===== config.mk =====
export PLATFORM = sky130hd
export DESIGN_NAME = rtc_irq_status
export DESIGN_NICKNAME = d
export VERILOG_FILES = /design/src/rtl/rtc_irq_pkg.sv /design/src/rtl/rtc_flag_fsm.sv /design/src/rtl/rtc_valid_fsm.sv /design/src/rtl/rtc_irq_status.sv
export SDC_FILE = /design/constraint.sdc
export NUM_CORES = 1
export LEC_CHECK = 0
export ABC_AREA = 1
export BUFFER_PORTS_ARGS = -buffer_cell sky130_fd_sc_hd__buf_4
export CAP_MARGIN = 10
export CORE_UTILIZATION = 46
export CTS_BUF_LIST = sky130_fd_sc_hd__clkbuf_8
export DETAILED_ROUTE_END_ITERATION = 12
export PLACE_DENSITY_LB_ADDON = 0.08
export SLEW_MARGIN = 25
export SYNTH_ARGS = -nofsm -noshare
export SYNTH_HDL_FRONTEND = slang
export SYNTH_SLANG_ARGS = --single-unit
export TNS_END_PERCENT = 50

===== constraint.sdc =====
create_clock -name clk -period 1.11 [get_ports clk]
set_clock_uncertainty 0.1 [all_clocks]
set_input_delay 0.333 -clock clk [delete_from_list [all_inputs] [get_ports clk]]
set_output_delay 0.333 -clock clk [all_outputs]
set_load 0.02 [all_outputs]

===== src/rtl/rtc_irq_pkg.sv =====
package rtc_irq_pkg;

    localparam int NSRC       = 3;
    localparam int SRC_ALARM  = 0;
    localparam int SRC_PERIOD = 1;
    localparam int SRC_UPDATE = 2;

    localparam int REG_ENABLE = 0;
    localparam int REG_FLAGS  = 1;
    localparam int REG_VALID  = 2;

    typedef enum logic {
        ST_IDLE,
        ST_CLEAR
    } clr_state_e;

    typedef enum logic {
        VT_INVALID,
        VT_VALID
    } vt_state_e;

endpackage


===== src/rtl/rtc_flag_fsm.sv =====
module rtc_flag_fsm
    import rtc_irq_pkg::*;
#(
    parameter int N = NSRC
) (
    input  logic         clk,
    input  logic         rst,
    input  logic [N-1:0] evt,
    input  logic         rd_flags,
    output logic [N-1:0] flags,
    output logic         busy
);

    clr_state_e   state_q, state_nx;
    logic [N-1:0] flags_q, flags_nx;
    logic [N-1:0] snap_q, snap_nx;
    logic [N-1:0] hold_q, hold_nx;

    always_ff @(posedge clk) begin
        if (rst) begin
            state_q <= ST_IDLE;
        end else begin
            state_q <= state_nx;
        end
    end

    always_ff @(posedge clk) begin
        if (rst) begin
            flags_q <= '0;
            snap_q  <= '0;
            hold_q  <= '0;
        end else begin
            flags_q <= flags_nx;
            snap_q  <= snap_nx;
            hold_q  <= hold_nx;
        end
    end

    always_comb begin
        state_nx = state_q;
        snap_nx  = snap_q;
        hold_nx  = hold_q;
        flags_nx = flags_q;
        unique case (state_q)
            ST_IDLE: begin
                if (rd_flags) begin
                    snap_nx  = flags_q;
                    hold_nx  = evt;
                    state_nx = ST_CLEAR;
                end else begin
                    flags_nx = flags_q | evt;
                end
            end
            ST_CLEAR: begin
                for (int i = 0; i < N; i++) begin
                    flags_nx[i] = (flags_q[i] & ~snap_q[i]) | hold_q[i] | evt[i];
                end
                hold_nx  = '0;
                state_nx = ST_IDLE;
            end
            default: state_nx = ST_IDLE;
        endcase
    end

    assign flags = flags_q;
    assign busy  = (state_q == ST_CLEAR);

endmodule


===== src/rtl/rtc_valid_fsm.sv =====
module rtc_valid_fsm
    import rtc_irq_pkg::*;
(
    input  logic clk,
    input  logic rst,
    input  logic low_batt,
    input  logic rd_valid,
    output logic valid
);

    vt_state_e state_q, state_nx;

    always_ff @(posedge clk) begin
        if (rst) begin
            state_q <= VT_INVALID;
        end else begin
            state_q <= state_nx;
        end
    end

    always_comb begin
        state_nx = state_q;
        unique case (state_q)
            VT_INVALID: if (rd_valid && !low_batt) state_nx = VT_VALID;
            VT_VALID:   if (low_batt)              state_nx = VT_INVALID;
            default:    state_nx = VT_INVALID;
        endcase
    end

    assign valid = (state_q == VT_VALID);

endmodule


===== src/rtl/rtc_irq_status.sv =====
module rtc_irq_status
    import rtc_irq_pkg::*;
#(
    parameter int DATA_W = 8,
    parameter int ADDR_W = 2
) (
    input  logic              clk,
    input  logic              rst,
    input  logic              evt_alarm,
    input  logic              evt_periodic,
    input  logic              evt_update,
    input  logic              low_batt,
    input  logic              bus_rd,
    input  logic              bus_wr,
    input  logic [ADDR_W-1:0] bus_addr,
    input  logic [DATA_W-1:0] bus_wdata,
    output logic [DATA_W-1:0] bus_rdata,
    output logic              irq_n
);

    localparam int SUM_BIT = DATA_W - 1;

    logic [NSRC-1:0]   evt_vec;
    logic [NSRC-1:0]   en_q;
    logic [NSRC-1:0]   flags_w;
    logic              busy_w;
    logic              valid_w;
    logic              irq_act;
    logic              rd_flags, rd_valid, wr_enable;
    logic [DATA_W-1:0] rd_mux;
    logic [DATA_W-1:0] rdata_q;

    always_comb begin
        evt_vec             = '0;
        evt_vec[SRC_ALARM]  = evt_alarm;
        evt_vec[SRC_PERIOD] = evt_periodic;
        evt_vec[SRC_UPDATE] = evt_update;
    end

    assign rd_flags  = bus_rd && (bus_addr == ADDR_W'(REG_FLAGS));
    assign rd_valid  = bus_rd && (bus_addr == ADDR_W'(REG_VALID));
    assign wr_enable = bus_wr && (bus_addr == ADDR_W'(REG_ENABLE));

    always_ff @(posedge clk) begin
        if (rst) begin
            en_q <= '0;
        end else if (wr_enable) begin
            en_q <= bus_wdata[NSRC-1:0];
        end
    end

    rtc_flag_fsm #(.N(NSRC)) u_flags (
        .clk      (clk),
        .rst      (rst),
        .evt      (evt_vec),
        .rd_flags (rd_flags && !busy_w),
        .flags    (flags_w),
        .busy     (busy_w)
    );

    rtc_valid_fsm u_valid (
        .clk      (clk),
        .rst      (rst),
        .low_batt (low_batt),
        .rd_valid (rd_valid),
        .valid    (valid_w)
    );

    assign irq_act = |(flags_w & en_q);

    always_comb begin
        rd_mux = '0;
        case (bus_addr)
            ADDR_W'(REG_ENABLE): rd_mux[NSRC-1:0] = en_q;
            ADDR_W'(REG_FLAGS): begin
                rd_mux[NSRC-1:0] = flags_w;
                rd_mux[SUM_BIT]  = irq_act;
            end
            ADDR_W'(REG_VALID):  rd_mux[SUM_BIT] = valid_w;
            default:             rd_mux = '0;
        endcase
    end

    always_ff @(posedge clk) begin
        if (rst) begin
            rdata_q <= '0;
        end else if (bus_rd) begin
            rdata_q <= rd_mux;
        end
    end

    assign bus_rdata = rdata_q;
    assign irq_n     = ~irq_act;

endmodule


# ---- Word-level counts from Yosys, hierarchy flattened
# Index checks and enable logic that the tools add are counted.
dict set report word_totals {
  register_bits 18
  latchBits 0
  mem_count 0
  ram_bits 0
  output_inout_bits 9
  mem_bits_ro 0
}
dict set report op_classes {
  shift 0
  eq_ne 4
  multipliers 0
  n_reduce_logical 10
  n_mux 11
  div_mod_pow 0
  order_cmp 0
  bitwise_logic 17
  addsub 0
}
# cell n
set ops {}
lappend ops {{$pmux 3 s2} 3}
lappend ops {{$mux 3} 2}
lappend ops {{$not 1->1} 6}
lappend ops {{$or 1x1->1} 6}
lappend ops {{$pmux 1 s2} 3}
lappend ops {{$logic_and 1x1->1} 5}
lappend ops {{$and 1x1->1} 3}
lappend ops {{$and 3x3->3} 1}
lappend ops {{$mux 1} 3}
lappend ops {{$or 3x3->3} 1}
lappend ops {{$reduce_or 3->1} 1}
lappend ops {{$eq 2x1->1 const B} 1}
lappend ops {{$eq 2x2->1 const B} 1}
lappend ops {{$logic_not 1->1} 2}
lappend ops {{$logic_not 2->1} 1}
lappend ops {{$ne 2x1->1 const B} 1}
lappend ops {{$ne 2x2->1 const B} 1}
lappend ops {{$reduce_and 2->1} 1}

# ---- Logic depth before layout (Yosys ltp)
dict set report depth {
  word_depth 5
  mapped_depth 8
  depth_no_buf 8
}

# ---- Modules after synthesis
# A second synthesis with hierarchy kept.
dict set report unflattened {
  hier_cells 121
  area_unflattened_um2 878.3
}
# module area_each_um2 cells_per_inst n_inst seq_area_each_um2
set modules_own_cells {}
lappend modules_own_cells {rtc_flag_fsm 420.4 55 1 200.2}
lappend modules_own_cells {rtc_irq_status 419.2 60 1 140.1}
lappend modules_own_cells {rtc_valid_fsm 38.8 6 1 20.0}

# ---- Least setup slack after synthesis
# No wires, ideal clock.
dict set report synth_path {
  path_kind {input to register}
  start {input bus_addr[1]}
  end {register u_flags.snap_q[2]}
  arrival_time_ns 0.915
  slack_ns -0.022
  path_stages 7
  path_cell_list {inv_1 > ha_1 > nand2_4 > inv_4 > nand2_2 > nand3_1 > o21ai_1}
}
dict set report synth_between {
  elab_chain_cells 4
}
# element line
set synth_lines {}
lappend synth_lines {{start: declaration} rtc_irq_status.sv:15} ;# input logic [ADDR_W-1:0] bus_addr,
lappend synth_lines {{$eq 2x1->1} rtc_irq_status.sv:40} ;# assign rd_flags = bus_rd && (bus_addr == ADDR_W'(REG_FLAGS));
lappend synth_lines {{$logic_and 1x1->1} rtc_irq_status.sv:40}
lappend synth_lines {{$logic_and 1x1->1} rtc_irq_status.sv:56} ;# .rd_flags (rd_flags && !busy_w),
lappend synth_lines {{$reduce_and 2->1 (no source line)} -}
lappend synth_lines {{end signal: assignment} rtc_flag_fsm.sv:34} ;# snap_q <= snap_nx;
lappend synth_lines {{end: declaration} rtc_flag_fsm.sv:16} ;# logic [N-1:0] snap_q, snap_nx;
# Every way passes these cells.
# A chain may end at the register's enable or synchronous reset.

# ---- Worst setup path in the final report
dict set report layout_path {
  start {register en_q[2]}
  end {output irq_n}
}
dict set report layout_between {
  elab_chain_cells 3
}
# element line
set layout_lines {}
lappend layout_lines {{start: declaration} rtc_irq_status.sv:24} ;# logic [NSRC-1:0] en_q;
lappend layout_lines {{start signal: assignment} rtc_irq_status.sv:48} ;# en_q <= bus_wdata[NSRC-1:0];
lappend layout_lines {{$and 3x3->3} rtc_irq_status.sv:69} ;# assign irq_act = |(flags_w & en_q);
lappend layout_lines {{$reduce_or 3->1} rtc_irq_status.sv:69}
lappend layout_lines {{$not 1->1} rtc_irq_status.sv:93} ;# assign irq_n = ~irq_act;
lappend layout_lines {{end: declaration} rtc_irq_status.sv:18} ;# output logic irq_n
# Every way passes these cells.

==> summary.txt <==
Status
  • Run status: finished, violations left
  • Violated checks: negative setup slack

Worst setup path
  • Crit path kind: flop to output pin
  • CP Cell Sequence: nand2_2, nand3_2, inv_2, buf_6
  • CP Launch Type: flop
  • Crit end category: output pin
  • Critical path data arrival time: 0.90 ns
  • FF-to-FF setup slack: 0.07 ns
  • Critical Path Fanout Max: 2
  • Max incr delay on CP: 0.33 ns
  • Worst Path Required: 0.68 ns
  • CP bufs+invs: 2
  • Crit-path slowest cell: dfxtp_2
  • Top cell family by delay on the critical path: flip-flops

Final layout
  • Final net count: 167
  • Share of cells above drive strength 1: 41.0%
  • Area grow syn2layout: 35.7%
  • Cell area after layout: 1170 µm²
  • # diodes: 0
  • Fin cells: 169

Synthesis
  • Post-Synthesis Cells: 117
  • Warnings, synthesis: 0
  • Synth cell types: 21
  • Area share of the largest cell type after synthesis: 41.8%
  • Synth top area cells: dfxtp_1 42%, nand2_1 14%, inv_1 6.5%, nand3_1 6.4%, buf_4 5.2%
  • Primary FF master, synth: dfxtp_1
  • Post-synth EDFFs: 0
  • Yosys reg bits: 18
  • Syn Std Cell Area: 862 µm²
  • Synth area leader: dfxtp_1
  • Async SR Flop Fraction: 0%
  • Sequential fraction of the synthesis area: 41.8%
  • Mean Syn Cell Area: 7.37 µm²

STA
  • Fin Setup TNS: -0.282 ns
  • Max-slew violation count: 0
  • Tcrit/Tclk final: 120%
  • Final setup violation count: 5
  • Final Hold Fails: 0
  • Min cycle time layout: 1.33 ns
  • Final WS setup: -0.224 ns
  • Max Freq: 749 MHz
  • Unrepaired setup endpoints after global routing: yes

Placed design
  • Placer Congestion: 0.737
  • Hpwl dp: 1.26 mm
  • I/O Buffers: 17
  • Dpl cells: 165
  • Placed inst area: 1060 µm²

GRT
  • Grt met1 use: 24.3%
  • GR Util met2: 33.0%
  • Largest net degree at the start of global routing: 14
  • Initial antenna violation count: 0
  • All-Layer GR Usage: 19.5%
  • First-pass GRT wire length: 2.82 mm
  • Overflow after GRT: 0
  • Met3 usage: 6.00%
  • GR peak layer: met2
  • Vias in the first global route: 704

Floorplanning
  • Num ports: 27
  • # rows: 15
  • Die Span X: 45.3 µm
  • Die area: 2050 µm²
  • Core Region: 1750 µm²
  • Die Y: 45.3 µm
  • Starting density of the core: 49.4%

Hold path
  • HP Class: primary input to flop

CTS
  • Clock Path Buffers: 2
  • Hold-fix buffers, CTS: 0
  • Clock sinks: 18
  • CTS tree: built
  • Reg clk slew, reported paths: 0.07 ns
  • Clock Tree Root: clkbuf_8
  • Worst skew pair latency: 0.25 ns
  • CTS buffer count: 3
  • H-tree depth reported by CTS: 1

Routing
  • DRC Markers: 0
  • WL per Instance: 9.76 µm
  • Via density: 4.66
  • Drt first pass iters: 4
  • Via count: 788
  • Final WL: 1.65 mm
  • Routed Antenna Nets: 0
  • Starting DRC count in detailed routing: 9

Power and ir drop
  • Max IR drop VDD: 0.911 mV
  • Pwr/cell area: 1160 nW/µm²
  • Leak pwr: 0.580 nW

Run
  • Max Cap Viol: 0
[where the power goes]
part           switching, mW  internal [mW]  total [mW]
clock                  0.196          0.240       0.436
combinational          0.116          0.108       0.223
sequential            0.0168          0.677       0.694
total                  0.328           1.02        1.35
[area by class of cell]
| class | instances | area, µm² |
|---|---|---|
| Clock buffer | 3 | 41.3 |
| Inverter | 18 | 70.1 |
| Multi-Input combinational cell | 77 | 427 |
| Fill cell | 159 | 576 |
| Tap cell | 25 | 31.3 |
| Sequential cell | 18 | 372 |
| Timing Repair Buffer | 28 | 229 |
[synthesized netlist by cell type, types with 2 or more instances]
master	n
inv_2	2
o21ai_0	4
nand3_1	11
ha_1	3
o211ai_1	2
inv_1	15
a21oi_1	4
buf_4	6
o21ai_1	5
dfxtp_1	18
nor2_1	6
nand2_1	32
[tightest hold or removal path, stage by stage]
cell,delay [ns]
buf_4,0.07
or3_1,0.08
inv_1,0.03
[cells in the final DEF (no fill, tap or decap), drive strengths merged]
cell type / instances
a21oi: 5
buf: 28
clkbuf: 3
conb: 4
dfxtp: 18
ha: 3
inv: 18
nand2: 34
nand3: 12
nor2: 7
o211ai: 2
o21ai: 9
or3: 1
[metrics by stage]
stage / utilization (%) / setup slack, ns / power (mW) / hold slack [ns]
global route: 67.0 / -0.276 / 1.43 / 0.210
global placement: 60.9 / -0.210 / 0.902 / 0.360
finish: 67.0 / -0.224 / 1.35 / 0.213
CTS: 65.8 / -0.211 / 1.36 / 0.212
detailed placement: 60.9 / -0.212 / 0.906 / 0.367
floorplan: - / 0.00480 / 0.827 / 0.302
[path summary, 6_finish.rpt]
path,startpoint,cells after the start,to
setup / recovery,en_q[2]$_SDFFE_PP0P_,4,irq_n
hold / removal,low_batt,3,u_valid.valid$_SDFF_PP0_
setup reg to reg,u_flags.flags[1]$_SDFFE_PP0N_,6,bus_rdata[1]$_SDFFE_PP0P_
hold reg to reg,u_flags.hold_q[0]$_SDFFE_PP0P_,2,u_flags.hold_q[0]$_SDFFE_PP0P_
[layer usage]
layer / vias to the layer above / part of all wire (%) / wire [µm]
met2: 17 / 51 / 840
li1: 412 / - / -
met5: - / 0 / 0
met4: 0 / 0.55 / 9
met3: 2 / 3.1 / 51
met1: 357 / 45 / 749
[registers in the layout (all words and copies together), names as in the netlist]
| register | flops |
|---|---|
| bus_rdata | 4 |
| u_flags.flags | 3 |
| u_flags.hold_q | 3 |
| u_flags.busy | 1 |
| u_valid.valid | 1 |
| en_q | 3 |
| u_flags.snap_q | 3 |
[timing repair]
item                                    4_1_cts  5_1_grt
endpoints found under the setup margin        5        8
gates resized for setup                      16       11
setup buffers                                 1        0
pin swaps                                     1        4
[cells by family after synthesis]
kind of cell / after synthesis / share of synthesized area [%]
fa+ha+maj: 3 / 4.35
flops: 18 / 41.8
other cells: 1 / 0.435
simple gates: 54 / 28.4
buf+inv: 25 / 14.7
compound gates: 16 / 10.3
(Power assumes the default switching activity.)
